File: config.mk
export PLATFORM = sky130hd
export DESIGN_NAME = flash_cmd_seq
export DESIGN_NICKNAME = d
export VERILOG_FILES = /design/src/rtl/fcs_pkg.sv /design/src/rtl/fcs_decode.sv /design/src/rtl/fcs_sequencer.sv /design/src/rtl/fcs_status.sv /design/src/rtl/flash_cmd_seq.sv
export SDC_FILE = /design/constraint.sdc
export NUM_CORES = 1
export LEC_CHECK = 0
export BUFFER_PORTS_ARGS = -buffer_cell sky130_fd_sc_hd__buf_2
export CAP_MARGIN = 25
export CELL_PAD_IN_SITES_DETAIL_PLACEMENT = 0
export CELL_PAD_IN_SITES_GLOBAL_PLACEMENT = 1
export CORE_ASPECT_RATIO = 0.8
export CORE_MARGIN = 2
export CORE_UTILIZATION = 38
export CTS_BUF_LIST = sky130_fd_sc_hd__clkbuf_4
export DETAILED_ROUTE_END_ITERATION = 7
export GPL_ROUTABILITY_DRIVEN = 0
export PLACE_DENSITY_LB_ADDON = 0.1
export SYNTH_ARGS = -nofsm -noshare
export SYNTH_HDL_FRONTEND = slang
export SYNTH_SLANG_ARGS = --single-unit
File: constraint.sdc
create_clock -name clk -period 6.3 [get_ports clk]
set_input_delay 1.26 -clock clk [delete_from_list [all_inputs] [get_ports clk]]
set_output_delay 1.26 -clock clk [all_outputs]
set_load 0.1 [all_outputs]
File: src/rtl/fcs_pkg.sv
// Shared types for the flash command sequencer.
// Assumes 8-bit command bytes; status bit positions are fixed here.
package fcs_pkg;
    localparam int BYTE_W = 8;
    typedef logic [BYTE_W-1:0] byte_t;

    // Class of a byte written as a first bus cycle.
    typedef enum logic [2:0] {
        CMD_PROG,
        CMD_ERASE_BLK,
        CMD_ERASE_ALL,
        CMD_RD_STATUS,
        CMD_CLR_STATUS,
        CMD_RD_ARRAY,
        CMD_BAD
    } cmd_e;

    // Operation kinds handed to the array (encoding visible on op_kind).
    typedef enum logic [1:0] {
        OP_PROG      = 2'd0,
        OP_ERASE_BLK = 2'd1,
        OP_ERASE_ALL = 2'd2
    } op_e;

    // Sequencer phase.
    typedef enum logic [1:0] {
        ST_IDLE,
        ST_SECOND,
        ST_BUSY
    } state_e;

    localparam int SR_READY_BIT = 7;
    localparam int SR_ERASE_BIT = 5;
    localparam int SR_PROG_BIT  = 4;
endpackage

File: src/rtl/fcs_decode.sv
// First-cycle command decoder.
// Purely combinational: maps a written byte onto a command class.
// Assumes all opcode parameters are distinct.
module fcs_decode
    import fcs_pkg::*;
#(
    parameter byte_t OPC_PROG      = 8'h40,
    parameter byte_t OPC_ERASE_BLK = 8'h20,
    parameter byte_t OPC_ERASE_ALL = 8'hA7,
    parameter byte_t OPC_RD_STATUS = 8'h70,
    parameter byte_t OPC_CLR       = 8'h50,
    parameter byte_t OPC_RD_ARRAY  = 8'hFF
) (
    input  byte_t data,
    output cmd_e  cmd
);
    // Compare the byte against every known opcode; anything else is malformed.
    always_comb begin
        if (data == OPC_PROG)                cmd = CMD_PROG;
        else if (data == OPC_ERASE_BLK)      cmd = CMD_ERASE_BLK;
        else if (data == OPC_ERASE_ALL)      cmd = CMD_ERASE_ALL;
        else if (data == OPC_RD_STATUS)      cmd = CMD_RD_STATUS;
        else if (data == OPC_CLR)            cmd = CMD_CLR_STATUS;
        else if (data == OPC_RD_ARRAY)       cmd = CMD_RD_ARRAY;
        else                                 cmd = CMD_BAD;
    end
endmodule

File: src/rtl/fcs_sequencer.sv
// Command sequencer: tracks first/second bus cycles, launches array
// operations and reports events that update the status register.
// Assumes op_done is only raised while op_req is high, and that wr_en
// marks exactly one bus write per asserted cycle.
module fcs_sequencer
    import fcs_pkg::*;
#(
    parameter int    ADDR_W     = 16,
    parameter byte_t CONF_ERASE = 8'hD0,
    parameter byte_t CONF_ALL   = 8'h20,
    parameter byte_t ESCAPE     = 8'hFF
) (
    input  logic              clk,
    input  logic              rst_n,
    input  logic              wr_en,
    input  logic [ADDR_W-1:0] wr_addr,
    input  byte_t             wr_data,
    input  cmd_e              cmd,
    input  logic              err_pending,
    input  logic              op_done,
    input  logic              op_pass,
    output logic              busy,
    output logic              op_req,
    output op_e               op_kind,
    output logic [ADDR_W-1:0] op_addr,
    output byte_t             op_data,
    output logic              ev_seq_err,
    output logic              ev_prog_fail,
    output logic              ev_erase_fail,
    output logic              ev_clear,
    output logic              ev_mode_status,
    output logic              ev_mode_array
);
    state_e            state_q, state_d;
    op_e               pend_q, pend_d;
    op_e               kind_q, kind_d;
    logic [ADDR_W-1:0] addr_q, addr_d;
    byte_t             data_q, data_d;
    byte_t             confirm;

    // Expected confirm byte for the pending erase flavour.
    always_comb confirm = (pend_q == OP_ERASE_ALL) ? CONF_ALL : CONF_ERASE;

    // Next-state and event logic for the command protocol.
    always_comb begin
        state_d        = state_q;
        pend_d         = pend_q;
        kind_d         = kind_q;
        addr_d         = addr_q;
        data_d         = data_q;
        ev_seq_err     = 1'b0;
        ev_prog_fail   = 1'b0;
        ev_erase_fail  = 1'b0;
        ev_clear       = 1'b0;
        ev_mode_status = 1'b0;
        ev_mode_array  = 1'b0;
        unique case (state_q)
            ST_IDLE: begin
                if (wr_en) begin
                    unique case (cmd)
                        CMD_PROG: if (!err_pending) begin
                            state_d = ST_SECOND;
                            pend_d  = OP_PROG;
                        end
                        CMD_ERASE_BLK: if (!err_pending) begin
                            state_d = ST_SECOND;
                            pend_d  = OP_ERASE_BLK;
                        end
                        CMD_ERASE_ALL: if (!err_pending) begin
                            state_d = ST_SECOND;
                            pend_d  = OP_ERASE_ALL;
                        end
                        CMD_RD_STATUS:  ev_mode_status = 1'b1;
                        CMD_CLR_STATUS: ev_clear       = 1'b1;
                        CMD_RD_ARRAY:   ev_mode_array  = 1'b1;
                        default: begin
                            ev_seq_err     = 1'b1;
                            ev_mode_status = 1'b1;
                        end
                    endcase
                end
            end
            ST_SECOND: begin
                if (wr_en) begin
                    if (pend_q == OP_PROG || wr_data == confirm) begin
                        state_d        = ST_BUSY;
                        kind_d         = pend_q;
                        addr_d         = wr_addr;
                        data_d         = wr_data;
                        ev_mode_status = 1'b1;
                    end else if (wr_data == ESCAPE) begin
                        state_d       = ST_IDLE;
                        ev_mode_array = 1'b1;
                    end else begin
                        state_d        = ST_IDLE;
                        ev_seq_err     = 1'b1;
                        ev_mode_status = 1'b1;
                    end
                end
            end
            ST_BUSY: begin
                if (op_done) begin
                    state_d = ST_IDLE;
                    if (!op_pass) begin
                        if (kind_q == OP_PROG) ev_prog_fail  = 1'b1;
                        else                   ev_erase_fail = 1'b1;
                    end
                end
            end
            default: state_d = ST_IDLE;
        endcase
    end

    // State and operation registers.
    always_ff @(posedge clk) begin
        if (!rst_n) begin
            state_q <= ST_IDLE;
            pend_q  <= OP_PROG;
            kind_q  <= OP_PROG;
            addr_q  <= '0;
            data_q  <= '0;
        end else begin
            state_q <= state_d;
            pend_q  <= pend_d;
            kind_q  <= kind_d;
            addr_q  <= addr_d;
            data_q  <= data_d;
        end
    end

    // Drive the array handshake from the registered operation.
    always_comb begin
        busy    = (state_q == ST_BUSY);
        op_req  = busy;
        op_kind = kind_q;
        op_addr = addr_q;
        op_data = data_q;
    end

    // A request stays up until the array answers.
    assert_req_hold_R2: assert property (@(posedge clk) disable iff (!rst_n)
        (op_req && !op_done) |=> op_req);

    // Operation fields never move while the request is outstanding; bus writes are ignored.
    assert_op_stable_R11: assert property (@(posedge clk) disable iff (!rst_n)
        (op_req && !op_done) |=> ($stable(op_addr) && $stable(op_kind) && $stable(op_data)));

    // With an error pending, program/erase openers leave the sequencer idle.
    assert_blocked_cmd_R9: assert property (@(posedge clk) disable iff (!rst_n)
        (state_q == ST_IDLE && wr_en && err_pending &&
         (cmd == CMD_PROG || cmd == CMD_ERASE_BLK || cmd == CMD_ERASE_ALL))
        |=> (state_q == ST_IDLE && !op_req));

    // Escape in the second cycle of an erase returns to idle without an error.
    assert_escape_R4: assert property (@(posedge clk) disable iff (!rst_n)
        (state_q == ST_SECOND && wr_en && pend_q != OP_PROG && wr_data == ESCAPE)
        |=> (state_q == ST_IDLE && !err_pending && !op_req));
endmodule

File: src/rtl/fcs_status.sv
// Status register and read-mode selector.
// Holds the two error bits and the read-select flag; ready comes from
// the sequencer. Assumes at most one error/clear event per cycle.
module fcs_status
    import fcs_pkg::*;
(
    input  logic  clk,
    input  logic  rst_n,
    input  logic  ready,
    input  logic  ev_seq_err,
    input  logic  ev_prog_fail,
    input  logic  ev_erase_fail,
    input  logic  ev_clear,
    input  logic  ev_mode_status,
    input  logic  ev_mode_array,
    output byte_t status,
    output logic  err_pending,
    output logic  rd_status_sel
);
    logic err_prog_q, err_erase_q, sel_q;

    // Error bits: set by the event that names them, cleared on request.
    always_ff @(posedge clk) begin
        if (!rst_n) begin
            err_prog_q  <= 1'b0;
            err_erase_q <= 1'b0;
        end else if (ev_clear) begin
            err_prog_q  <= 1'b0;
            err_erase_q <= 1'b0;
        end else begin
            if (ev_seq_err || ev_prog_fail)  err_prog_q  <= 1'b1;
            if (ev_seq_err || ev_erase_fail) err_erase_q <= 1'b1;
        end
    end

    // Read-mode flag: status view or array view.
    always_ff @(posedge clk) begin
        if (!rst_n)              sel_q <= 1'b0;
        else if (ev_mode_status) sel_q <= 1'b1;
        else if (ev_mode_array)  sel_q <= 1'b0;
    end

    // Assemble the visible status byte.
    always_comb begin
        status               = '0;
        status[SR_READY_BIT] = ready;
        status[SR_ERASE_BIT] = err_erase_q;
        status[SR_PROG_BIT]  = err_prog_q;
        err_pending          = err_prog_q | err_erase_q;
        rd_status_sel        = sel_q;
    end

    // Events from the sequencer never coincide.
    assert_events_excl_R5: assert property (@(posedge clk) disable iff (!rst_n)
        $onehot0({ev_seq_err, ev_prog_fail, ev_erase_fail, ev_clear}));

    // Clear request empties both error bits.
    assert_clear_R10: assert property (@(posedge clk) disable iff (!rst_n)
        ev_clear |=> (status[SR_PROG_BIT] == 1'b0 && status[SR_ERASE_BIT] == 1'b0));

    // Malformed command sets both error bits.
    assert_seq_err_R6: assert property (@(posedge clk) disable iff (!rst_n)
        ev_seq_err |=> (status[SR_PROG_BIT] && status[SR_ERASE_BIT]));

    // Erase failure flags only the erase bit, starting from a clean state.
    assert_erase_fail_R7: assert property (@(posedge clk) disable iff (!rst_n)
        (ev_erase_fail && !err_pending) |=> (status[SR_ERASE_BIT] && !status[SR_PROG_BIT]));

    // Program failure flags only the program bit, starting from a clean state.
    assert_prog_fail_R8: assert property (@(posedge clk) disable iff (!rst_n)
        (ev_prog_fail && !err_pending) |=> (status[SR_PROG_BIT] && !status[SR_ERASE_BIT]));
endmodule

File: src/rtl/flash_cmd_seq.sv
// Flash command sequencer top level.
// Wires the first-cycle decoder, the protocol sequencer and the status
// register together. Assumes a single clock and synchronous active-low reset.
module flash_cmd_seq
    import fcs_pkg::*;
#(
    parameter int    ADDR_W        = 16,
    parameter byte_t OPC_PROG      = 8'h40,
    parameter byte_t OPC_ERASE_BLK = 8'h20,
    parameter byte_t OPC_ERASE_ALL = 8'hA7,
    parameter byte_t OPC_RD_STATUS = 8'h70,
    parameter byte_t OPC_CLR       = 8'h50,
    parameter byte_t OPC_RD_ARRAY  = 8'hFF,
    parameter byte_t CONF_ERASE    = 8'hD0,
    parameter byte_t CONF_ALL      = 8'h20,
    parameter byte_t ESCAPE        = 8'hFF
) (
    input  logic              clk,
    input  logic              rst_n,
    input  logic              wr_en,
    input  logic [ADDR_W-1:0] wr_addr,
    input  logic [7:0]        wr_data,
    output logic              rd_status_sel,
    output logic              op_req,
    output logic [1:0]        op_kind,
    output logic [ADDR_W-1:0] op_addr,
    output logic [7:0]        op_data,
    input  logic              op_done,
    input  logic              op_pass,
    output logic [7:0]        status
);
    cmd_e cmd;
    op_e  kind;
    logic busy, err_pending;
    logic ev_seq_err, ev_prog_fail, ev_erase_fail, ev_clear, ev_mode_status, ev_mode_array;

    fcs_decode #(
        .OPC_PROG      (OPC_PROG),
        .OPC_ERASE_BLK (OPC_ERASE_BLK),
        .OPC_ERASE_ALL (OPC_ERASE_ALL),
        .OPC_RD_STATUS (OPC_RD_STATUS),
        .OPC_CLR       (OPC_CLR),
        .OPC_RD_ARRAY  (OPC_RD_ARRAY)
    ) u_decode (
        .data (wr_data),
        .cmd  (cmd)
    );

    fcs_sequencer #(
        .ADDR_W     (ADDR_W),
        .CONF_ERASE (CONF_ERASE),
        .CONF_ALL   (CONF_ALL),
        .ESCAPE     (ESCAPE)
    ) u_seq (
        .clk            (clk),
        .rst_n          (rst_n),
        .wr_en          (wr_en),
        .wr_addr        (wr_addr),
        .wr_data        (wr_data),
        .cmd            (cmd),
        .err_pending    (err_pending),
        .op_done        (op_done),
        .op_pass        (op_pass),
        .busy           (busy),
        .op_req         (op_req),
        .op_kind        (kind),
        .op_addr        (op_addr),
        .op_data        (op_data),
        .ev_seq_err     (ev_seq_err),
        .ev_prog_fail   (ev_prog_fail),
        .ev_erase_fail  (ev_erase_fail),
        .ev_clear       (ev_clear),
        .ev_mode_status (ev_mode_status),
        .ev_mode_array  (ev_mode_array)
    );

    fcs_status u_status (
        .clk            (clk),
        .rst_n          (rst_n),
        .ready          (!busy),
        .ev_seq_err     (ev_seq_err),
        .ev_prog_fail   (ev_prog_fail),
        .ev_erase_fail  (ev_erase_fail),
        .ev_clear       (ev_clear),
        .ev_mode_status (ev_mode_status),
        .ev_mode_array  (ev_mode_array),
        .status         (status),
        .err_pending    (err_pending),
        .rd_status_sel  (rd_status_sel)
    );

    // Export the operation kind as a plain two-bit code.
    always_comb op_kind = kind;

    // Ready reads low exactly while a request is outstanding.
    assert_ready_R13: assert property (@(posedge clk) disable iff (!rst_n)
        status[7] == !op_req);
endmodule

==> impl_results.rst, run 1 <==
.. list-table::
   :header-rows: 1

   * - Metric
     - Value
   * - Crit-path max cell delay
     - 650 ps
   * - CTS hold repair buffers
     - 0
   * - Via count
     - 1,273
   * - Crit Path Category
     - in2reg
   * - Hold violation total from the final report
     - 0
   * - Global route total overflow
     - 0
   * - Initial DRC count
     - 32
   * - Rows
     - 20
   * - Effective utilization at floorplan
     - 39.1%
   * - DRT Pass-1 Iters
     - 4
   * - Proportion of layout cells with a drive suffix above 1
     - 34.1%
   * - Die X-Extent
     - 73.5 um
   * - Area grow syn2layout
     - 24.7%
   * - Global-route wire length before repair
     - 5040 um
   * - Most frequent cell after synthesis
     - sky130_fd_sc_hd__dfxtp_1
   * - Final min period
     - 3150 ps
   * - Main synth FF type
     - sky130_fd_sc_hd__dfxtp_1
   * - Most area-consuming cells after synthesis
     - sky130_fd_sc_hd__dfxtp_1 45%, sky130_fd_sc_hd__mux2i_1 18%, sky130_fd_sc_hd__nor2_1 7.2%
   * - Relative slew margins
     - 37.0%
   * - Startpoint of the worst-slack reg-to-reg timing path
     - u_seq.pend_q[0]
   * - Clock tree from TritonCTS
     - done
   * - Initial antenna violation count
     - 0
   * - Final core utilization
     - between 40% and 50%
   * - Largest fanout on the critical path
     - 20
   * - Number of buffers added by the clock tree synthesis step
     - 5
   * - Syn. warnings
     - 0
   * - IR Drop Worst-Case VDD
     - 0.122 mV
   * - Total standard cell area after synthesis
     - 1470 um^2
   * - RSZ-0062 raised after global routing
     - false
   * - Number of synthesized flops with an enable pin
     - 0
   * - Max cap viols
     - 0
   * - Drc violations
     - 0
   * - Hold/Removal Path Class
     - reg2reg
   * - # port buffers
     - 59
   * - Accumulated negative setup slack
     - 0 ps
   * - Chain of cells forming the critical path
     - buf_2 > or3_1 > o41ai_1 > o2111ai_4 > buf_16 > mux2i_1 > nor2_1
   * - Cell count after synthesis
     - ~150
   * - Leading post-synthesis cells by instance count
     - 33 x sky130_fd_sc_hd__dfxtp_1, 28 x sky130_fd_sc_hd__nor2_1, 26 x sky130_fd_sc_hd__mux2i_1
   * - Origin of the worst min-delay path
     - u_status.err_erase_q
   * - Via count of the first global-routing pass
     - between 1,000 and 1,500
   * - Combined global-route utilization of all metal layers
     - roughly 15%
   * - Post-CTS resize count
     - 0
   * - Wire length after detailed routing
     - about 3200 um
   * - Startpoint type of the worst setup path
     - input port
   * - Endpoint class of the critical path
     - flip-flop
   * - Ports
     - 65
   * - Sinks on the clock net
     - 33
   * - Number of post-CTS setup repair buffers
     - 0
   * - Sequential area share after synthesis
     - between 40% and 50%
   * - Synth async-reset ratio
     - 0%
   * - Leakage power
     - 1.01 nW
   * - Worst Tran Pin Value
     - 944 ps
   * - Power Dens Cells
     - roughly 200 nW/um^2
   * - Overall die area
     - 4370 um^2
   * - Longest Clk Path Bufs
     - 2
   * - Register clock-pin slew on the reported worst setup and hold paths
     - 90 ps
   * - Latest clock arrival within the worst-skew pair
     - 330 ps
   * - Routed wirelength normalized by instance count
     - 12.4 um
   * - Data required time of the worst path
     - 6490 ps
   * - Clock tree root buffer cell
     - sky130_fd_sc_hd__clkbuf_4
   * - Vias per Instance
     - 4.99
   * - Syn_area_per_cell
     - 9.58 um^2
   * - H-tree Lvls
     - 2
   * - Clk_skew
     - 5.54 ps
   * - Final Cycle Share
     - 50.0%
   * - Number of nets at the end of the flow
     - approximately 240
   * - Number of synthesized register bits
     - 33
   * - HPWL after detailed placement
     - 2380 um
   * - Detail Route Antenna Nets
     - 0
   * - Slowest stage cell on the critical path
     - sky130_fd_sc_hd__o41ai_1
   * - Maximum clock frequency
     - 318 MHz
   * - Maximum number of pins on one net before global-route repair
     - 32
   * - Placeable core region
     - approximately 3800 um^2
   * - Count of inserted antenna diode cells
     - 0
   * - # setup viols final
     - 0
   * - Count of different cell masters after synthesis
     - 35
   * - Max-slew violation count
     - 0
   * - Top cell type's share of synthesized area
     - 45.1%
   * - Result of the run
     - completed
   * - Launching instance or port of the critical path
     - wr_data[0]
   * - Data arrival time of the critical path
     - 3340 ps
   * - Cell taking the most area after synthesis
     - sky130_fd_sc_hd__dfxtp_1
   * - Die height
     - slightly below 60 um
stage by stage:
step	hold WS (ps)	total power (W)	setup WS, ps	cell area (um^2)	instances
finish	473	0.000371	3150	1830	255
global route	495	0.000390	2970	1830	255
CTS	477	0.000378	3150	1830	255
detailed placement	462	0.000268	2790	1780	247
global placement	457	0.000267	2680	1750	246
floorplan	443	0.000256	3390	1480	157
per-layer routing:
metal | share of wire [%] | wire length [um] | GRT usage, % | vias up
met4 | 2.0 | 63 | 7.79 | 0
met2 | 44 | 1400 | 24.0 | 43
met3 | 7.0 | 221 | 5.27 | 8
met5 | 0 | 0 | 0 | -
met1 | 47 | 1480 | 19.1 | 581
li1 | - | - | - | 641
where the power goes:
| group | total (W) | internal [W] | switching (W) | leakage, nW |
|---|---|---|---|---|
| logic | 0.0000516 | 0.0000119 | 0.0000397 | 0.709 |
| clock network | 0.000108 | 0.0000403 | 0.0000680 | 0.0300 |
| registers | 0.000211 | 0.000210 | 0.00000113 | 0.267 |
| total | 0.000371 | 0.000262 | 0.000109 | 1.01 |
placed cells by master, fill, tap and decap left out:
cell / n
sky130_fd_sc_hd__o211ai_1: 1
sky130_fd_sc_hd__a221o_1: 1
sky130_fd_sc_hd__or4b_1: 1
sky130_fd_sc_hd__nor2b_1: 2
sky130_fd_sc_hd__o22ai_1: 1
sky130_fd_sc_hd__nand2_1: 6
sky130_fd_sc_hd__clkinv_2: 1
sky130_fd_sc_hd__mux2i_1: 26
sky130_fd_sc_hd__o21ai_0: 2
sky130_fd_sc_hd__nor4b_1: 1
sky130_fd_sc_hd__nor3_1: 3
sky130_fd_sc_hd__and2b_1: 1
sky130_fd_sc_hd__a2111oi_4: 1
sky130_fd_sc_hd__clkinv_1: 2
sky130_fd_sc_hd__dfxtp_1: 33
sky130_fd_sc_hd__o41ai_1: 1
sky130_fd_sc_hd__a32o_1: 1
sky130_fd_sc_hd__or3_1: 3
sky130_fd_sc_hd__a31oi_1: 2
sky130_fd_sc_hd__inv_1: 4
sky130_fd_sc_hd__nor3b_1: 1
sky130_fd_sc_hd__a31o_2: 1
sky130_fd_sc_hd__nand4_1: 1
sky130_fd_sc_hd__o2111ai_4: 1
sky130_fd_sc_hd__o21ai_1: 2
sky130_fd_sc_hd__a21oi_1: 6
sky130_fd_sc_hd__o211ai_2: 1
sky130_fd_sc_hd__nand2b_1: 4
sky130_fd_sc_hd__a32oi_1: 1
sky130_fd_sc_hd__or2_2: 1
sky130_fd_sc_hd__clkbuf_4: 5
sky130_fd_sc_hd__nor2_1: 28
sky130_fd_sc_hd__or4_4: 1
sky130_fd_sc_hd__buf_16: 1
sky130_fd_sc_hd__conb_1: 5
sky130_fd_sc_hd__buf_2: 59
cell type report:
type / instances / area, um^2
repair buffers: 60 / 323
clock buffers: 5 / 37.5
multi-input cells: 106 / 724
inverters: 4 / 15.0
flip-flops and latches: 33 / 661
clock inverters: 3 / 12.5
fillers: 379 / 1930
well taps: 44 / 55.1
state kept, by name, indices dropped and copies added (netlist names):
name	cells
u_status.err_erase_q	1
u_status.err_prog_q	1
u_seq.state_q	2
u_status.rd_status_sel	1
u_seq.op_data	8
u_seq.op_kind	2
u_seq.pend_q	2
u_seq.op_addr	16
final timing paths:
| path | to | slack, ps | cells after the start |
|---|---|---|---|
| max | u_seq.op_addr[4] | 3150 | 7 |
| min | u_status.err_erase_q | 470 | 2 |
| max reg2reg | u_seq.op_addr[4] | 4680 | 5 |
| min reg2reg | u_status.err_erase_q | 470 | 2 |
cells by family (layout without fill, tap and decap cells):
family	after synthesis	in the layout	synth area share [%]
multiplexers	26	26	17.7
buffers and inverters	18	72	7.76
other	1	5	0.256
AND/OR/NAND/NOR	53	53	17.5
flip-flops	33	33	45.1
AO/OA/AOI/OAI	22	22	11.7
critical path, delay by kind of cell:
kind	cells	cell delay (ps)
buffers and inverters	2	410
and+or+nand+nor	2	420
AOI/OAI and AO/OA	2	1060
muxes	1	170
Note: power is estimated with default switching activity, not from simulation.
==> run 2: changes to the inputs <==
--- a/config.mk
+++ b/config.mk
@@ -11,7 +11,7 @@
 export CELL_PAD_IN_SITES_GLOBAL_PLACEMENT = 1
 export CORE_ASPECT_RATIO = 0.8
 export CORE_MARGIN = 2
-export CORE_UTILIZATION = 38
+export CORE_UTILIZATION = 35
 export CTS_BUF_LIST = sky130_fd_sc_hd__clkbuf_4
 export DETAILED_ROUTE_END_ITERATION = 7
 export GPL_ROUTABILITY_DRIVEN = 0
==> constraint.sdc (replaced) <==
create_clock -name clk -period 3 [get_ports clk]
set_input_delay 0.6 -clock clk [delete_from_list [all_inputs] [get_ports clk]]
set_output_delay 0.6 -clock clk [all_outputs]
set_load 0.1 [all_outputs]
==> impl_results.rst, run 2 (same netlist as run 1, synthesis figures left out) <==
.. list-table::
   :header-rows: 1

   * - Metric
     - Value
   * - Via count
     - 1,250 (was 1,273)
   * - Startpoint type of the worst setup path
     - input port (unchanged)
   * - Hold violation total from the final report
     - 0 (unchanged)
   * - Routed wirelength normalized by instance count
     - 12.1 um (was 12.4 um)
   * - Number of nets at the end of the flow
     - 241 (was 239)
   * - Internal power
     - 0.000561 W (was 0.000262 W)
   * - HPWL after detailed placement
     - 2490 um (was 2380 um)
   * - Number of post-CTS setup repair buffers
     - 0 (unchanged)
   * - Hold/Removal Path Class
     - reg2reg (unchanged)
   * - # setup viols final
     - 0 (unchanged)
   * - # port buffers
     - 59 (unchanged)
   * - Data arrival time of the critical path
     - 2490 ps (was 3340 ps)
   * - DRT Pass-1 Iters
     - 4 (unchanged)
   * - Largest fanout on the critical path
     - 18 (was 20)
   * - Latest clock arrival within the worst-skew pair
     - 320 ps (was 330 ps)
   * - Longest Clk Path Bufs
     - 2 (unchanged)
   * - Endpoint class of the critical path
     - flip-flop (unchanged)
   * - Die height
     - 61.9 um (was 59.6 um)
   * - Power Dens Cells
     - 424 nW/um^2 (was 203 nW/um^2)
   * - Initial antenna violation count
     - 0 (unchanged)
   * - Maximum number of pins on one net before global-route repair
     - 19 (was 32)
   * - Slack of the worst reg-to-reg path
     - 1440 ps (was 4680 ps)
   * - Register clock-pin slew on the reported worst setup and hold paths
     - 90 ps (about the same)
   * - Effective utilization at floorplan
     - 35.8% (was 39.1%)
   * - Sinks on the clock net
     - 33 (unchanged)
   * - Worst Tran Pin Value
     - 652 ps (was 944 ps)
   * - Max FFs per register
     - 16 (unchanged)
   * - CTS hold repair buffers
     - 0 (unchanged)
   * - Crit-path max cell delay
     - 650 ps (about the same)
   * - Hold depth
     - 2 (unchanged)
   * - Relative slew margins
     - 56.0% (was 37.0%)
   * - Final hold slack
     - 493 ps (was 473 ps)
   * - Placeable core region
     - 4100 um^2 (was 3750 um^2)
   * - Maximum clock frequency
     - between 400 and 500 MHz
   * - Vias per Instance
     - 4.65 (was 4.99)
   * - Crit Path Category
     - in2reg (unchanged)
   * - Accumulated negative setup slack
     - 0 ps (unchanged)
   * - Net Switching
     - 0.000218 W (was 0.000109 W)
   * - Part of the total power dissipated in combinational logic
     - 14.1% (was 13.9%)
   * - Overall die area
     - 4730 um^2 (was 4370 um^2)
   * - Rows
     - 21 (was 20)
   * - Part of the total power dissipated in sequential elements
     - 57.0% (was 56.9%)
   * - Startpoint of the worst-slack reg-to-reg timing path
     - u_seq.state_q[1] (was u_seq.pend_q[0])
   * - Clock tree from TritonCTS
     - done (unchanged)
   * - Detail Route Antenna Nets
     - 0 (unchanged)
   * - Global route total overflow
     - 0 (unchanged)
   * - Result of the run
     - completed (unchanged)
   * - Ports
     - 65 (unchanged)
   * - Combined global-route utilization of all metal layers
     - 14.1% (was 15.4%)
   * - Die X-Extent
     - 76.4 um (was 73.5 um)
   * - Commonest non-fill, non-tap cell in the layout
     - sky130_fd_sc_hd__buf_2 (unchanged)
   * - Max cap viols
     - 0 (unchanged)
   * - Most frequent cells in the layout
     - 59 x sky130_fd_sc_hd__buf_2, 33 x sky130_fd_sc_hd__dfxtp_1, 28 x sky130_fd_sc_hd__nor2_1 (unchanged)
   * - Count of inserted antenna diode cells
     - 0 (unchanged)
   * - Endpoint of the worst hold-timing path
     - u_status.err_erase_q (unchanged)
   * - Final min period
     - roughly 2300 ps
   * - Origin of the worst min-delay path
     - u_status.err_erase_q (unchanged)
   * - Max-slew violation count
     - 0 (unchanged)
   * - Cell depth of the worst flop-to-flop path
     - 5 (unchanged)
   * - Final Cycle Share
     - 75.9%
   * - Area grow syn2layout
     - 25.3% (was 24.7%)
   * - H-tree Lvls
     - 2 (unchanged)
   * - Leakage power
     - 1.00 nW (was 1.01 nW)
   * - Post-CTS resize count
     - 0 (unchanged)
   * - RSZ-0062 raised after global routing
     - false (unchanged)
   * - Drc violations
     - 0 (unchanged)
   * - Clk_skew
     - 7.36 ps (was 5.54 ps)
   * - Global-route wire length before repair
     - 5180 um (was 5040 um)
   * - Via count of the first global-routing pass
     - 1,120 (was 1,153)
   * - Slowest stage cell on the critical path
     - sky130_fd_sc_hd__o41ai_1 (unchanged)
   * - Clock tree root buffer cell
     - sky130_fd_sc_hd__clkbuf_4 (unchanged)
   * - Chain of cells forming the critical path
     - buf_2 > or3_1 > o41ai_1 > o2111ai_4 > buf_4 > mux2i_1 > nor2_1 (was buf_2 > or3_1 > o41ai_1 > o2111ai_4 > buf_16 > mux2i_1 > nor2_1)
   * - Initial DRC count
     - 47 (was 32)
   * - Fillers
     - 439 (was 379)
   * - Proportion of layout cells with a drive suffix above 1
     - 34.9% (was 34.1%)
   * - Number of buffers added by the clock tree synthesis step
     - 5 (unchanged)
   * - Clk pwr share
     - 29.0% (was 29.2%)
   * - Wire length after detailed routing
     - 3250 um (was 3160 um)
   * - Data required time of the worst path
     - 3210 ps (was 6490 ps)
   * - FF-to-FF End
     - u_seq.pend_q[1] (was u_seq.op_addr[4])
   * - Switching part of the total power
     - 28.0% (was 29.3%)
   * - IR Drop Worst-Case VDD
     - 0.199 mV (was 0.122 mV)
## run 2: cell count changes in the layout (fill, tap and decap cells not counted)
cell	before	now
sky130_fd_sc_hd__buf_4	0	3
sky130_fd_sc_hd__buf_16	1	0
sky130_fd_sc_hd__clkbuf_4	5	6
sky130_fd_sc_hd__clkinv_1	2	1
sky130_fd_sc_hd__clkinv_2	1	0
## run 2: worst max path at each step
stage	startpoint	end	slack, ps	cells past startpoint
after floorplan	wr_data[0]	u_status.rd_status_sel	750	5
after global placement	wr_data[0]	u_seq.op_data[7]	510	7
after detailed placement	wr_data[0]	u_seq.op_addr[8]	380	7
after CTS	wr_data[0]	u_seq.op_addr[8]	730	7
after global routing	wr_data[0]	u_seq.op_data[7]	650	7
final	wr_data[0]	u_seq.op_addr[8]	720	7
## run 2: metrics by stage
stage | setup WS (ps) | utilization [%] | cell area, um^2 | power, W | instances
after global placement | 508 | 43.7 | 1790 | 0.000562 | 262
after global routing | 645 | 44.8 | 1840 | 0.000821 | 269
after floorplan | 752 | - | 1480 | 0.000537 | 157
after CTS | 729 | 44.8 | 1840 | 0.000796 | 269
final | 723 | 44.8 | 1840 | 0.000779 | 269
after detailed placement | 377 | 43.7 | 1790 | 0.000563 | 262
## run 2: area by class of cell
class	instances	area [um^2]	area share, %
Clock buffer	6	45.0	2.45
Clock inverter	1	3.75	0.204
Inverter	4	15.0	0.817
Multi-Input combinational cell	106	724	39.4
Sequential cell	33	661	35.9
Tap cell	57	71.3	3.88
Timing Repair Buffer	62	318	17.3
## run 2: metal layers
metal,global-route usage [%],part of all wire [%],vias to the layer above
li1,-,-,637
met1,18.5,49,565
met2,22.1,43,42
met3,5.06,6.8,6
met4,4.68,1.0,0
met5,0,0,-
## run 2: power by group through the flow
stage	Combinational, W	Clock [W]	Sequential, W
2_1_floorplan	0.0000721	0	0.000465
3_3_place_gp	0.000109	0	0.000454
3_5_place_dp	0.000109	0	0.000454
4_1_cts	0.000110	0.000243	0.000444
5_1_grt	0.000116	0.000261	0.000445
6_report	0.000110	0.000226	0.000444
## run 2: critical path, delay by kind of cell
family,cells,cell delay (ps)
AO/OA/AOI/OAI,2,850
AND/OR/NAND/NOR,2,420
buffers and inverters,2,410
multiplexers,1,200
